==> src/rtl/flash_wr_pkg.sv <==
package flash_wr_pkg;

  typedef enum logic [1:0] {
    OP_PROG = 2'd0,
    OP_SECT = 2'd1,
    OP_BLK  = 2'd2,
    OP_CHIP = 2'd3
  } flash_op_e;

  localparam logic [7:0]  KEY_HI    = 8'hAA;
  localparam logic [7:0]  KEY_LO    = 8'h55;
  localparam logic [7:0]  CODE_PROG = 8'hA0;
  localparam logic [7:0]  CODE_ERS  = 8'h80;
  localparam logic [7:0]  CODE_SECT = 8'h30;
  localparam logic [7:0]  CODE_BLK  = 8'h50;
  localparam logic [7:0]  CODE_CHIP = 8'h10;
  localparam logic [15:0] LOC_P     = 16'h5555;
  localparam logic [15:0] LOC_Q     = 16'h2AAA;

endpackage

==> src/rtl/fwc_cmd_seq.sv <==
module fwc_cmd_seq
  import flash_wr_pkg::*;
#(
  parameter int AW = 20
) (
  input  flash_op_e       op,
  input  logic [2:0]      step,
  input  logic [AW-1:0]   tgt_addr,
  input  logic [7:0]      tgt_data,
  output logic [AW-1:0]   wr_addr,
  output logic [7:0]      wr_data,
  output logic            last
);

  localparam logic [AW-1:0] A_P = AW'(LOC_P);
  localparam logic [AW-1:0] A_Q = AW'(LOC_Q);

  always_comb begin
    wr_addr = A_P;
    wr_data = KEY_HI;
    last    = 1'b0;
    if (op == OP_PROG) begin
      case (step)
        3'd0: begin wr_addr = A_P; wr_data = KEY_HI; end
        3'd1: begin wr_addr = A_Q; wr_data = KEY_LO; end
        3'd2: begin wr_addr = A_P; wr_data = CODE_PROG; end
        default: begin wr_addr = tgt_addr; wr_data = tgt_data; last = 1'b1; end
      endcase
    end else begin
      case (step)
        3'd0: begin wr_addr = A_P; wr_data = KEY_HI; end
        3'd1: begin wr_addr = A_Q; wr_data = KEY_LO; end
        3'd2: begin wr_addr = A_P; wr_data = CODE_ERS; end
        3'd3: begin wr_addr = A_P; wr_data = KEY_HI; end
        3'd4: begin wr_addr = A_Q; wr_data = KEY_LO; end
        default: begin
          last = 1'b1;
          case (op)
            OP_SECT: begin wr_addr = tgt_addr; wr_data = CODE_SECT; end
            OP_BLK:  begin wr_addr = tgt_addr; wr_data = CODE_BLK; end
            default: begin wr_addr = A_P;      wr_data = CODE_CHIP; end
          endcase
        end
      endcase
    end
  end

endmodule

==> src/rtl/fwc_bus_seq.sv <==
module fwc_bus_seq #(
  parameter int AW      = 20,
  parameter int T_SETUP = 2,
  parameter int T_WP    = 3,
  parameter int T_WPH   = 2,
  parameter int T_RD    = 3
) (
  input  logic          clk,
  input  logic          rst,
  input  logic          start,
  input  logic          is_read,
  input  logic [AW-1:0] addr,
  input  logic [7:0]    wdata,
  input  logic [7:0]    dq_in,
  output logic          fin,
  output logic [7:0]    rdata,
  output logic [AW-1:0] fl_addr,
  output logic [7:0]    fl_dq_out,
  output logic          fl_dq_oe,
  output logic          fl_ce_n,
  output logic          fl_oe_n,
  output logic          fl_we_n
);

  localparam int M_A  = (T_SETUP > T_WP) ? T_SETUP : T_WP;
  localparam int M_B  = (T_WPH > T_RD) ? T_WPH : T_RD;
  localparam int TMAX = (M_A > M_B) ? M_A : M_B;
  localparam int CW   = $clog2(TMAX + 1);

  typedef enum logic [2:0] {B_IDLE, B_SETUP, B_PULSE, B_HOLD, B_READ} bst_e;
  bst_e          bst;
  logic [CW-1:0] cnt;

  always_ff @(posedge clk) begin
    if (rst) begin
      bst       <= B_IDLE;
      cnt       <= '0;
      fin       <= 1'b0;
      rdata     <= '0;
      fl_addr   <= '0;
      fl_dq_out <= '0;
      fl_dq_oe  <= 1'b0;
      fl_ce_n   <= 1'b1;
      fl_oe_n   <= 1'b1;
      fl_we_n   <= 1'b1;
    end else begin
      fin <= 1'b0;
      case (bst)
        B_IDLE: if (start) begin
          fl_addr <= addr;
          fl_ce_n <= 1'b0;
          if (is_read) begin
            fl_oe_n <= 1'b0;
            cnt     <= CW'(T_RD - 1);
            bst     <= B_READ;
          end else begin
            fl_dq_out <= wdata;
            fl_dq_oe  <= 1'b1;
            cnt       <= CW'(T_SETUP - 1);
            bst       <= B_SETUP;
          end
        end
        B_SETUP: if (cnt == '0) begin
          fl_we_n <= 1'b0;
          cnt     <= CW'(T_WP - 1);
          bst     <= B_PULSE;
        end else cnt <= cnt - 1'b1;
        B_PULSE: if (cnt == '0) begin
          fl_we_n <= 1'b1;
          cnt     <= CW'(T_WPH - 1);
          bst     <= B_HOLD;
        end else cnt <= cnt - 1'b1;
        B_HOLD: if (cnt == '0) begin
          fl_ce_n  <= 1'b1;
          fl_dq_oe <= 1'b0;
          fin      <= 1'b1;
          bst      <= B_IDLE;
        end else cnt <= cnt - 1'b1;
        B_READ: if (cnt == '0) begin
          rdata   <= dq_in;
          fl_oe_n <= 1'b1;
          fl_ce_n <= 1'b1;
          fin     <= 1'b1;
          bst     <= B_IDLE;
        end else cnt <= cnt - 1'b1;
        default: bst <= B_IDLE;
      endcase
    end
  end


  we_setup_chk: assert property (@(posedge clk) disable iff (rst)
    $fell(fl_we_n) |-> (!fl_ce_n && !$past(fl_ce_n)));


  we_stable_chk: assert property (@(posedge clk) disable iff (rst)
    $rose(fl_we_n) |-> ($stable(fl_addr) && $stable(fl_dq_out) && fl_dq_oe));

endmodule

==> src/rtl/fwc_poll_eval.sv <==
module fwc_poll_eval #(
  parameter int CONFIRM = 2
) (
  input  logic       clk,
  input  logic       rst,
  input  logic       clr,
  input  logic       rd_fin,
  input  logic [7:0] rd_data,
  input  logic       exp_b7,
  input  logic       tog_mode,
  output logic       complete
);

  localparam int SW = $clog2(CONFIRM + 1);

  logic [SW-1:0] streak;
  logic          prev_b6;
  logic          have_prev;
  logic          hit;

  always_comb begin
    if (tog_mode) hit = have_prev && (rd_data[6] == prev_b6);
    else          hit = (rd_data[7] == exp_b7);
  end

  always_ff @(posedge clk) begin
    if (rst || clr) begin
      streak    <= '0;
      prev_b6   <= 1'b0;
      have_prev <= 1'b0;
      complete  <= 1'b0;
    end else if (rd_fin) begin
      prev_b6   <= rd_data[6];
      have_prev <= 1'b1;
      if (hit) begin
        if (streak != SW'(CONFIRM)) streak <= streak + 1'b1;
        complete <= (streak >= SW'(CONFIRM - 1));
      end else begin
        streak   <= '0;
        complete <= 1'b0;
      end
    end
  end


  complete_src_chk: assert property (@(posedge clk) disable iff (rst)
    $rose(complete) |-> $past(rd_fin));

endmodule

==> src/rtl/flash_wr_ctrl.sv <==
module flash_wr_ctrl
  import flash_wr_pkg::*;
#(
  parameter int AW        = 20,
  parameter int T_SETUP   = 2,
  parameter int T_WP      = 3,
  parameter int T_WPH     = 2,
  parameter int T_RD      = 3,
  parameter int PROG_TMO  = 2000,
  parameter int ERASE_TMO = 2000000,
  parameter int CONFIRM   = 2
) (
  input  logic          clk,
  input  logic          rst,
  input  logic          req_valid,
  input  logic [1:0]    req_op,
  input  logic [AW-1:0] req_addr,
  input  logic [7:0]    req_data,
  input  logic          poll_mode,
  output logic          ready,
  output logic          done,
  output logic          timeout_err,
  output logic [AW-1:0] fl_addr,
  output logic [7:0]    fl_dq_out,
  output logic          fl_dq_oe,
  input  logic [7:0]    fl_dq_in,
  output logic          fl_ce_n,
  output logic          fl_oe_n,
  output logic          fl_we_n
);

  localparam int TMO_MAX = (PROG_TMO > ERASE_TMO) ? PROG_TMO : ERASE_TMO;
  localparam int TMW     = $clog2(TMO_MAX + 1);

  typedef enum logic [2:0] {S_IDLE, S_ISSUE, S_WWAIT, S_PREAD, S_RWAIT, S_JUDGE} st_e;

  st_e            st;
  flash_op_e      op_q;
  logic [AW-1:0]  addr_q;
  logic [7:0]     data_q;
  logic           tog_q;
  logic [2:0]     step;
  logic [TMW-1:0] tmr;
  logic [TMW-1:0] tmo_lim;

  logic [AW-1:0]  cmd_addr;
  logic [7:0]     cmd_data;
  logic           cmd_last;
  logic           bus_start;
  logic           bus_read;
  logic [AW-1:0]  bus_addr;
  logic           bus_fin;
  logic [7:0]     bus_rdata;
  logic           poll_clr;
  logic           exp_b7;
  logic           complete;

  fwc_cmd_seq #(.AW(AW)) u_cmd (
    .op       (op_q),
    .step     (step),
    .tgt_addr (addr_q),
    .tgt_data (data_q),
    .wr_addr  (cmd_addr),
    .wr_data  (cmd_data),
    .last     (cmd_last)
  );

  assign bus_read  = (st == S_PREAD);
  assign bus_start = (st == S_ISSUE) || (st == S_PREAD);
  assign bus_addr  = bus_read ? addr_q : cmd_addr;

  fwc_bus_seq #(
    .AW(AW), .T_SETUP(T_SETUP), .T_WP(T_WP), .T_WPH(T_WPH), .T_RD(T_RD)
  ) u_bus (
    .clk       (clk),
    .rst       (rst),
    .start     (bus_start),
    .is_read   (bus_read),
    .addr      (bus_addr),
    .wdata     (cmd_data),
    .dq_in     (fl_dq_in),
    .fin       (bus_fin),
    .rdata     (bus_rdata),
    .fl_addr   (fl_addr),
    .fl_dq_out (fl_dq_out),
    .fl_dq_oe  (fl_dq_oe),
    .fl_ce_n   (fl_ce_n),
    .fl_oe_n   (fl_oe_n),
    .fl_we_n   (fl_we_n)
  );

  assign exp_b7   = (op_q == OP_PROG) ? data_q[7] : 1'b1;
  assign poll_clr = (st == S_WWAIT) && bus_fin && cmd_last;
  assign tmo_lim  = (op_q == OP_PROG) ? TMW'(PROG_TMO) : TMW'(ERASE_TMO);

  fwc_poll_eval #(.CONFIRM(CONFIRM)) u_poll (
    .clk      (clk),
    .rst      (rst),
    .clr      (poll_clr),
    .rd_fin   (bus_fin && (st == S_RWAIT)),
    .rd_data  (bus_rdata),
    .exp_b7   (exp_b7),
    .tog_mode (tog_q),
    .complete (complete)
  );

  always_ff @(posedge clk) begin
    if (rst) begin
      st          <= S_IDLE;
      ready       <= 1'b1;
      done        <= 1'b0;
      timeout_err <= 1'b0;
      op_q        <= OP_PROG;
      addr_q      <= '0;
      data_q      <= '0;
      tog_q       <= 1'b0;
      step        <= '0;
      tmr         <= '0;
    end else begin
      done        <= 1'b0;
      timeout_err <= 1'b0;
      if ((st == S_PREAD || st == S_RWAIT || st == S_JUDGE) && (tmr != '1))
        tmr <= tmr + 1'b1;
      case (st)
        S_IDLE: if (req_valid) begin
          op_q   <= flash_op_e'(req_op);
          addr_q <= req_addr;
          data_q <= req_data;
          tog_q  <= poll_mode;
          step   <= '0;
          ready  <= 1'b0;
          st     <= S_ISSUE;
        end
        S_ISSUE: st <= S_WWAIT;
        S_WWAIT: if (bus_fin) begin
          if (cmd_last) begin
            tmr <= '0;
            st  <= S_PREAD;
          end else begin
            step <= step + 1'b1;
            st   <= S_ISSUE;
          end
        end
        S_PREAD: st <= S_RWAIT;
        S_RWAIT: if (bus_fin) st <= S_JUDGE;
        S_JUDGE: begin
          if (complete) begin
            done  <= 1'b1;
            ready <= 1'b1;
            st    <= S_IDLE;
          end else if (tmr >= tmo_lim) begin
            timeout_err <= 1'b1;
            ready       <= 1'b1;
            st          <= S_IDLE;
          end else begin
            st <= S_PREAD;
          end
        end
        default: st <= S_IDLE;
      endcase
    end
  end


  strobe_excl_chk: assert property (@(posedge clk) disable iff (rst)
    !(!fl_we_n && !fl_oe_n));


  idle_enables_chk: assert property (@(posedge clk) disable iff (rst)
    fl_ce_n |-> (fl_we_n && fl_oe_n));


  done_pulse_chk: assert property (@(posedge clk) disable iff (rst)
    done |=> !done);


  end_bus_free_chk: assert property (@(posedge clk) disable iff (rst)
    (done || timeout_err) |-> (fl_ce_n && ready && !(done && timeout_err)));


  accept_only_req_chk: assert property (@(posedge clk) disable iff (rst)
    $fell(ready) |-> $past(req_valid));

endmodule

==> config.mk <==
export PLATFORM = sky130hd
export DESIGN_NAME = flash_wr_ctrl
export DESIGN_NICKNAME = d
export VERILOG_FILES = /design/src/rtl/flash_wr_pkg.sv /design/src/rtl/fwc_cmd_seq.sv /design/src/rtl/fwc_bus_seq.sv /design/src/rtl/fwc_poll_eval.sv /design/src/rtl/flash_wr_ctrl.sv
export SDC_FILE = /design/constraint.sdc
export NUM_CORES = 1
export LEC_CHECK = 0
export ABC_AREA = 1
export BUFFER_PORTS_ARGS = -buffer_cell sky130_fd_sc_hd__buf_2
export CAP_MARGIN = 20
export CORE_MARGIN = 10
export CORE_UTILIZATION = 45
export CTS_BUF_LIST = sky130_fd_sc_hd__clkbuf_4
export DETAILED_ROUTE_END_ITERATION = 7
export PLACE_DENSITY = 0.77
export SKIP_LAST_GASP = 1
export SLEW_MARGIN = 20
export SYNTH_ARGS = -nofsm -noshare
export SYNTH_HDL_FRONTEND = slang
export SYNTH_SLANG_ARGS = --single-unit
==> constraint.sdc <==
create_clock -name clk -period 2.9 [get_ports clk]
set_input_delay 0.29 -clock clk [delete_from_list [all_inputs] [get_ports clk]]
set_output_delay 0.29 -clock clk [all_outputs]
set_load 0.02 [all_outputs]
==> results.sh, run 1 <==
export IMPL_maxSlewViolCount=0
export IMPL_drc=0
export IMPL_powerDensity_nw_per_um2=904.2
export IMPL_crit_chain="inv_1 > ha_1 > o21ai_2 > nand3_4 > o21ai_4 > nand3_2 > nand2_1 > inv_1 > o21ai_0 > a21oi_1"
export IMPL_cts_path_max_buffers=2
export IMPL_n_antenna_cell=0
export IMPL_synthAdderAreaFrac=0.05544
export IMPL_grt_overflow=0
export IMPL_die_h_um=129.7
export IMPL_yosysTopAreaCell="dfxtp_1"
export IMPL_fmax_ghz=0.4144
export IMPL_syn2layout_area_growth_pct=10.53
export IMPL_fillers=1210
export IMPL_yosys_register_bits=106
export IMPL_synth_area_mux_share=0
export IMPL_syn_num_nets=816
export IMPL_fin_area_um2=5987
export IMPL_synth_edf_count=0
export IMPL_synth_xor_xnor_area_share=0.02102
export IMPL_htreeDepth=3
export IMPL_routed_via_density=5.156
export IMPL_p_leak_nw=2.584
export IMPL_maxCapViolations=0
export IMPL_clkLatencyLatePin_ns=0.46
export IMPL_synth_simple_gate_area_share=0.2218
export IMPL_skew_ns=0.01980
export IMPL_synth_area_leaders="dfxtp_1 (39%), nand2_1 (10%), a21oi_1 (9.2%)"
export IMPL_fp_row_count=40
export IMPL_seq_area_frac_synth=0.3918
export IMPL_p_int_w=0.002939
export IMPL_synth_compound_gate_area_share=0.2144
export IMPL_detail_route_antenna_nets=0
export IMPL_synth_top_family_by_area="simple AND/OR/NAND/NOR gates"
export IMPL_dp_hpwl_um=9379
export IMPL_status="finished, final reports clean"
export IMPL_grt_start_max_net_pins=53
export IMPL_p_comb_frac=0.483
export IMPL_p_sw_frac=0.4571
export IMPL_port_buffer_count=70
export IMPL_drt_wl_total_um=12810
export IMPL_p_seq_frac=0.381
export IMPL_syn_avg_cell_area_um2=7.222
export IMPL_relSlewSlack=0.6766
export IMPL_cts_buffers=9
export IMPL_cts_resized=0
export IMPL_grt_pass1_vias=4633
export IMPL_yosysWarnings=0
export IMPL_synth_ff_type="dfxtp_1"
export IMPL_initial_core_util=0.4547
export IMPL_async_reset_ff_frac=0
export IMPL_hold_buffers=0
export IMPL_grt_total_usage=0.1520
export IMPL_grt_setup_unrepaired="no"
export IMPL_cts_tree="done"
export IMPL_wl_per_cell_um=13.32
export IMPL_syn_inst=750
export IMPL_grt_pass1_wl_um=21270
export IMPL_yosysMostFrequentCell="nand2_1"
export IMPL_fin_crit_ns=2.413
export IMPL_gp_routability_congestion=0.8919
export IMPL_clockPowerShare=0.136
export IMPL_final_layout_size_suffix_gt1_frac=0.1595
export IMPL_r2r_slack_ns=0.49
export IMPL_die_area_um2=16820
export IMPL_nNetsFinal=877
export IMPL_hold_viol_final=0
export IMPL_yosysUniqueCellTypes=43
export IMPL_min_period_over_period=0.8322
export IMPL_core_um2=11910
export IMPL_start_kind="flip-flop"
export IMPL_clk_pin_slew_ns=0.15
export IMPL_drt_pass1_iter_count=5
export IMPL_ir_drop_v=0.0004569
export IMPL_cts_setup_buffers=0
export IMPL_synth_top_cell_area_share=0.3918
export IMPL_worst_path_buf_inv=2
export IMPL_path_class="flip-flop to flip-flop"
export IMPL_cp_common_cell="inv_1"
export IMPL_hold_class="input port to flip-flop"
export IMPL_cts_num_sinks=106
export IMPL_io_pins=77
export IMPL_place_area_um2=5856
export IMPL_tns_ns=0
export IMPL_die_w_um=129.7
export IMPL_slowest_delay_ns=0.44
export IMPL_slowest_stage="dfxtp_1"
export IMPL_tightestPinTransition_ns=0.4845
export IMPL_clockRootBuffer="clkbuf_4"
export IMPL_crit_required_ns=3.25
export IMPL_endpoint_kind="flip-flop"
export IMPL_worstPathArrival_ns=2.77
export IMPL_synthTopCellsByCount="nand2_1 (145), dfxtp_1 (106), a21oi_1 (100)"
export IMPL_critPathTopFamily="compound AO/OA/AOI/OAI gates"
export IMPL_synth_area_um2=5416
export IMPL_vias=4960
export IMPL_finalSetupViolations=0
export IMPL_antenna_found_initial=0
export IMPL_drt_iter0_drc=328
export IMPL_path_max_fanout=10
export IMPL_power_switching_w=0.002474
-- layout by cell type, fill, tap and decap left out, types with 2 or more instances in the layout --
cell,count
clkinv_2,2
buf_4,9
a211oi_1,2
o211ai_1,10
dfxtp_1,106
nor2_2,7
a211oi_2,3
nand2_1,145
inv_1,82
xor2_1,9
nand3b_1,3
xnor2_1,4
nand2_4,2
nor2_1,59
o21ai_2,2
nand2_2,3
nor3_1,13
nand3_1,25
clkbuf_4,10
o221ai_1,2
and2_1,2
buf_2,70
o21ai_1,2
nand4_1,6
a21oi_1,100
o21ai_0,78
ha_1,24
nor2_4,2
a31oi_1,8
inv_2,10
-- power by group through the flow --
stage	clock network, W	logic (W)	registers [W]
floorplan	0	0.00176	0.00227
global placement	0	0.00257	0.00208
detailed placement	0	0.00260	0.00209
CTS	0.000759	0.00262	0.00206
global route	0.000820	0.00294	0.00211
finish	0.000735	0.00262	0.00206
-- metrics by stage --
stage | util | power, W | std cells | worst slack, ns | hold slack, ns
floorplan | - | 0.004031 | 750 | 0.9272 | 0.4245
CTS | 0.5026 | 0.005437 | 962 | 0.4686 | 0.03310
finish | 0.5026 | 0.005413 | 962 | 0.4867 | 0.05432
global placement | 0.4916 | 0.004647 | 947 | 0.5380 | 0.4391
global route | 0.5026 | 0.005873 | 962 | 0.2717 | 0.02395
detailed placement | 0.4916 | 0.004695 | 947 | 0.5112 | 0.4541
-- routing by layer --
metal	wire length (um)	share of wire	global-route usage	up-vias
met5	0	0	0	-
met4	167	0.013	0.03902	0
met2	5953	0.46	0.2442	108
li1	-	-	-	2598
met3	646	0.050	0.03935	11
met1	6043	0.47	0.1987	2243
-- state kept, by name, summed over array words and instances (netlist names), 2 cells and up --
signal / count
addr_q: 20
data_q: 8
op_q: 2
st: 3
step: 3
tmr: 21
u_bus.bst: 3
u_bus.cnt: 2
u_bus.fl_addr: 20
u_bus.fl_dq_out: 8
u_bus.rdata: 2
u_poll.streak: 2
-- path summary, 6_finish.rpt --
kind,end,startpoint,depth (start not counted)
worst min-delay path,addr_q[17]$_SDFFE_PP0P_,req_addr[17],3
worst min register to register,data_q[0]$_SDFFE_PP0P_,data_q[0]$_SDFFE_PP0P_,2
worst max register to register,u_poll.streak[1]$_SDFFE_PP0P_,step[0]$_SDFFE_PP0P_,10
worst max-delay path,u_poll.streak[1]$_SDFFE_PP0P_,step[0]$_SDFFE_PP0P_,10
-- worst min-delay path, stage by stage --
cell and delay, ns:
buf_2 0.09, nand2_1 0.05, a21oi_1 0.05
-- cells by family after synthesis --
kind of cell | Yosys count
AND/OR/NAND/NOR | 272
flip-flops | 106
adder cells (fa/ha/maj) | 24
XOR/XNOR | 13
AO/OA/AOI/OAI | 212
buffers and inverters | 123
-- layout make-up --
type | count | area (um2) | area share
Multi-Input combinational cell | 521 | 2776 | 0.4637
Timing Repair Buffer | 79 | 417.9 | 0.06980
Clock buffer | 10 | 75.07 | 0.01254
Clock inverter | 5 | 56.30 | 0.009404
Inverter | 94 | 355.3 | 0.05935
Sequential cell | 106 | 2122 | 0.3544
Tap cell | 147 | 183.9 | 0.03072
Note: power is estimated with default switching activity, not from simulation.
==> inputs of run 2 (changes only) <==
- ABC_AREA: 1 -> 0
- clock period: 2.9 -> 2.43 ns (I/O delays scaled with it)
==> run 2 against run 1 <==
Final cell count decreased by 6.2%. Utilization grew 4.9 points. Worst hold slack better by 0.059 ns. Register-to-register slack worse by 0.32 ns. Sequential power decreased by 5%. Clock power is 22% higher. Total power shrank 31%. Global-route usage is 1.5 points higher. Sequential share of layout area shrank 1.8 points. Die area shrank 2.4%. Largest power group is now sequential cells. Maximum frequency up 6.8%. Count of clock-buffer cells in the layout unchanged.
==> results.sh, run 2 <==
export IMPL_status="finished, final reports clean"
export IMPL_clockRootBuffer="clkbuf_4"
export IMPL_largest_register="tmr"
export IMPL_synthTopCellsByCount="dfxtp_1 (106), nand2_1 (98), a21oi_1 (81)"
export IMPL_wl_per_cell_um=15.58
export IMPL_initial_core_util=0.4611
export IMPL_yosysMostFrequentCell="dfxtp_1"
export IMPL_clkLatencyLatePin_ns=0.50
export IMPL_die_area_um2=16430
export IMPL_synth_area_um2=5265
export IMPL_syn2layout_area_growth_pct=19.70
export IMPL_path_class="flip-flop to flip-flop"
export IMPL_ir_drop_v=0.0004587
export IMPL_crit_required_ns=2.85
export IMPL_drt_pass1_iter_count=6
export IMPL_yosysUniqueCellTypes=66
export IMPL_die_h_um=128.2
export IMPL_final_cells=902
export IMPL_cts_path_max_buffers=2
export IMPL_drt_iter0_drc=500
export IMPL_cts_buffers=9
export IMPL_cts_num_sinks=106
export IMPL_r2r_start="op_q[1]$_SDFFE_PP0P_"
export IMPL_p_leak_nw=2.475
export IMPL_grt_pass1_vias=4905
export IMPL_cts_setup_buffers=0
export IMPL_antenna_found_initial=1
export IMPL_grt_total_usage=0.1671
export IMPL_start_kind="flip-flop"
export IMPL_grt_overflow=0
export IMPL_cts_tree="done"
export IMPL_skew_ns=0.01442
export IMPL_yosysTopAreaCell="dfxtp_1"
export IMPL_hp_start="rst"
export IMPL_endpoint_kind="flip-flop"
export IMPL_reg_top3="tmr: 21 flops, addr_q: 20 flops, u_bus.fl_addr: 20 flops"
export IMPL_syn_inst=650
export IMPL_tightestPinTransition_ns=0.6602
export IMPL_clk_pin_slew_ns=0.17
export IMPL_async_reset_ff_frac=0
export IMPL_dp_hpwl_um=9741
export IMPL_routed_via_density=5.686
export IMPL_synth_area_leaders="dfxtp_1 (40%), a21oi_1 (7.7%), nand2_1 (7.0%)"
export IMPL_syn_avg_cell_area_um2=8.100
export IMPL_min_period_over_period=0.9299
export IMPL_maxSlewViolCount=0
export IMPL_hold_viol_final=0
export IMPL_layout_common_cells="dfxtp_1 (105), nand2_1 (98), a21oi_1 (81)"
export IMPL_grt_setup_unrepaired="no"
export IMPL_final_layout_size_suffix_gt1_frac=0.1788
export IMPL_place_inst=849
export IMPL_detail_route_antenna_nets=0
export IMPL_fillers=1043
export IMPL_nNetsFinal=816
export IMPL_drt_wl_total_um=14050
export IMPL_fin_crit_ns=2.260
export IMPL_relSlewSlack=0.5589
export IMPL_powerDensity_nw_per_um2=588.8
export IMPL_fmax_ghz=0.4426
export IMPL_finalSetupViolations=0
export IMPL_synth_top_cell_area_share=0.4030
export IMPL_core_um2=11420
export IMPL_yosysWarnings=0
export IMPL_maxCapViolations=0
export IMPL_drc=0
export IMPL_htreeDepth=3
export IMPL_syn_num_nets=716
export IMPL_fp_row_count=39
export IMPL_tns_ns=0
export IMPL_synth_ff_type="dfxtp_1"
export IMPL_io_pins=77
export IMPL_path_max_fanout=6
export IMPL_grt_pass1_wl_um=22890
export IMPL_port_buffer_count=70
export IMPL_seq_area_frac_synth=0.4030
export IMPL_vias=5129
export IMPL_gp_routability_congestion=0.8407
export IMPL_grt_start_max_net_pins=63
export IMPL_die_w_um=128.2
export IMPL_worstPathArrival_ns=2.68
export IMPL_synth_edf_count=0
export IMPL_hold_class="input port to flip-flop"
export IMPL_yosys_register_bits=106
export IMPL_crit_start="op_q[1]$_SDFFE_PP0P_"
export IMPL_layout_commonest_cell="dfxtp_1"
export IMPL_largest_reg_flops=21
-- run 2: critical path, cell delays in order (launching register included) --
cell and delay [ns]:
dfxtp_1 0.38, inv_1 0.07, ha_2 0.21, buf_4 0.16
ha_1 0.28, o21ai_0 0.16, nor2_1 0.05, or3_1 0.35
or2_2 0.31, o31ai_1 0.22
-- run 2: final timing paths --
| path | endpoint | slack, ns | cells after the start |
|---|---|---|---|
| setup / recovery | st[0]$_SDFFE_PP0P_ | 0.17 | 9 |
| hold / removal | u_bus.rdata[6]$_SDFFE_PP0P_ | 0.11 | 2 |
| hold reg to reg | data_q[1]$_SDFFE_PP0P_ | 0.47 | 2 |
| setup reg to reg | st[0]$_SDFFE_PP0P_ | 0.17 | 9 |
-- run 2: layout make-up --
cell class	count	area (um2)	share of cell area
tap	143	178.9	0.02839
timing repair buffer	126	865.8	0.1374
clock buffer	10	75.07	0.01191
sequential	106	2123	0.3369
clock inverter	6	57.56	0.009132
antenna	4	10.01	0.001588
multi-input combinational	480	2890	0.4586
inverter	27	101.3	0.01608
-- run 2: logic make-up after synthesis --
kind of cell | after synthesis | share of synthesized area
mux | 6 | 0.01141
xor+xnor | 16 | 0.02662
buf+inv | 64 | 0.05062
fa+ha+maj | 24 | 0.05703
flops | 106 | 0.4030
simple gates | 259 | 0.2386
compound gates | 175 | 0.2127
-- run 2: power by group --
group / internal (W) / switching, W / total (W)
Combinational: 0.000356 / 0.000515 / 0.000870
Clock: 0.000246 / 0.000649 / 0.000895
Sequential: 0.00185 / 0.0000917 / 0.00195
-- run 2: through the flow --
step	power, W	area [um2]	setup slack, ns	util	hold slack (ns)
after detailed placement	0.002795	5821	0.09064	0.5098	0.4366
after CTS	0.003711	6284	0.07068	0.5503	0.09697
final	0.003711	6302	0.1704	0.5519	0.1138
after global placement	0.002756	5821	0.1553	0.5098	0.4334
after global routing	0.003895	6295	0.02435	0.5513	0.1127
after floorplan	0.002544	5266	0.07117	-	0.3790
-- run 2: routing by layer --
metal	track usage	part of all wire	vias up
met2	0.2721	0.48	163
met1	0.2032	0.43	2428
met5	0	0	-
met4	0.09073	0.034	0
li1	-	-	2494
met3	0.03226	0.058	44
-- run 2: timing repair --
action | 4_1_cts | 5_1_grt
hold buffers | 33 | 0
endpoints found under the setup margin | 0 | 3
endpoints found under the hold margin | 33 | 0
resized for setup | 0 | 3
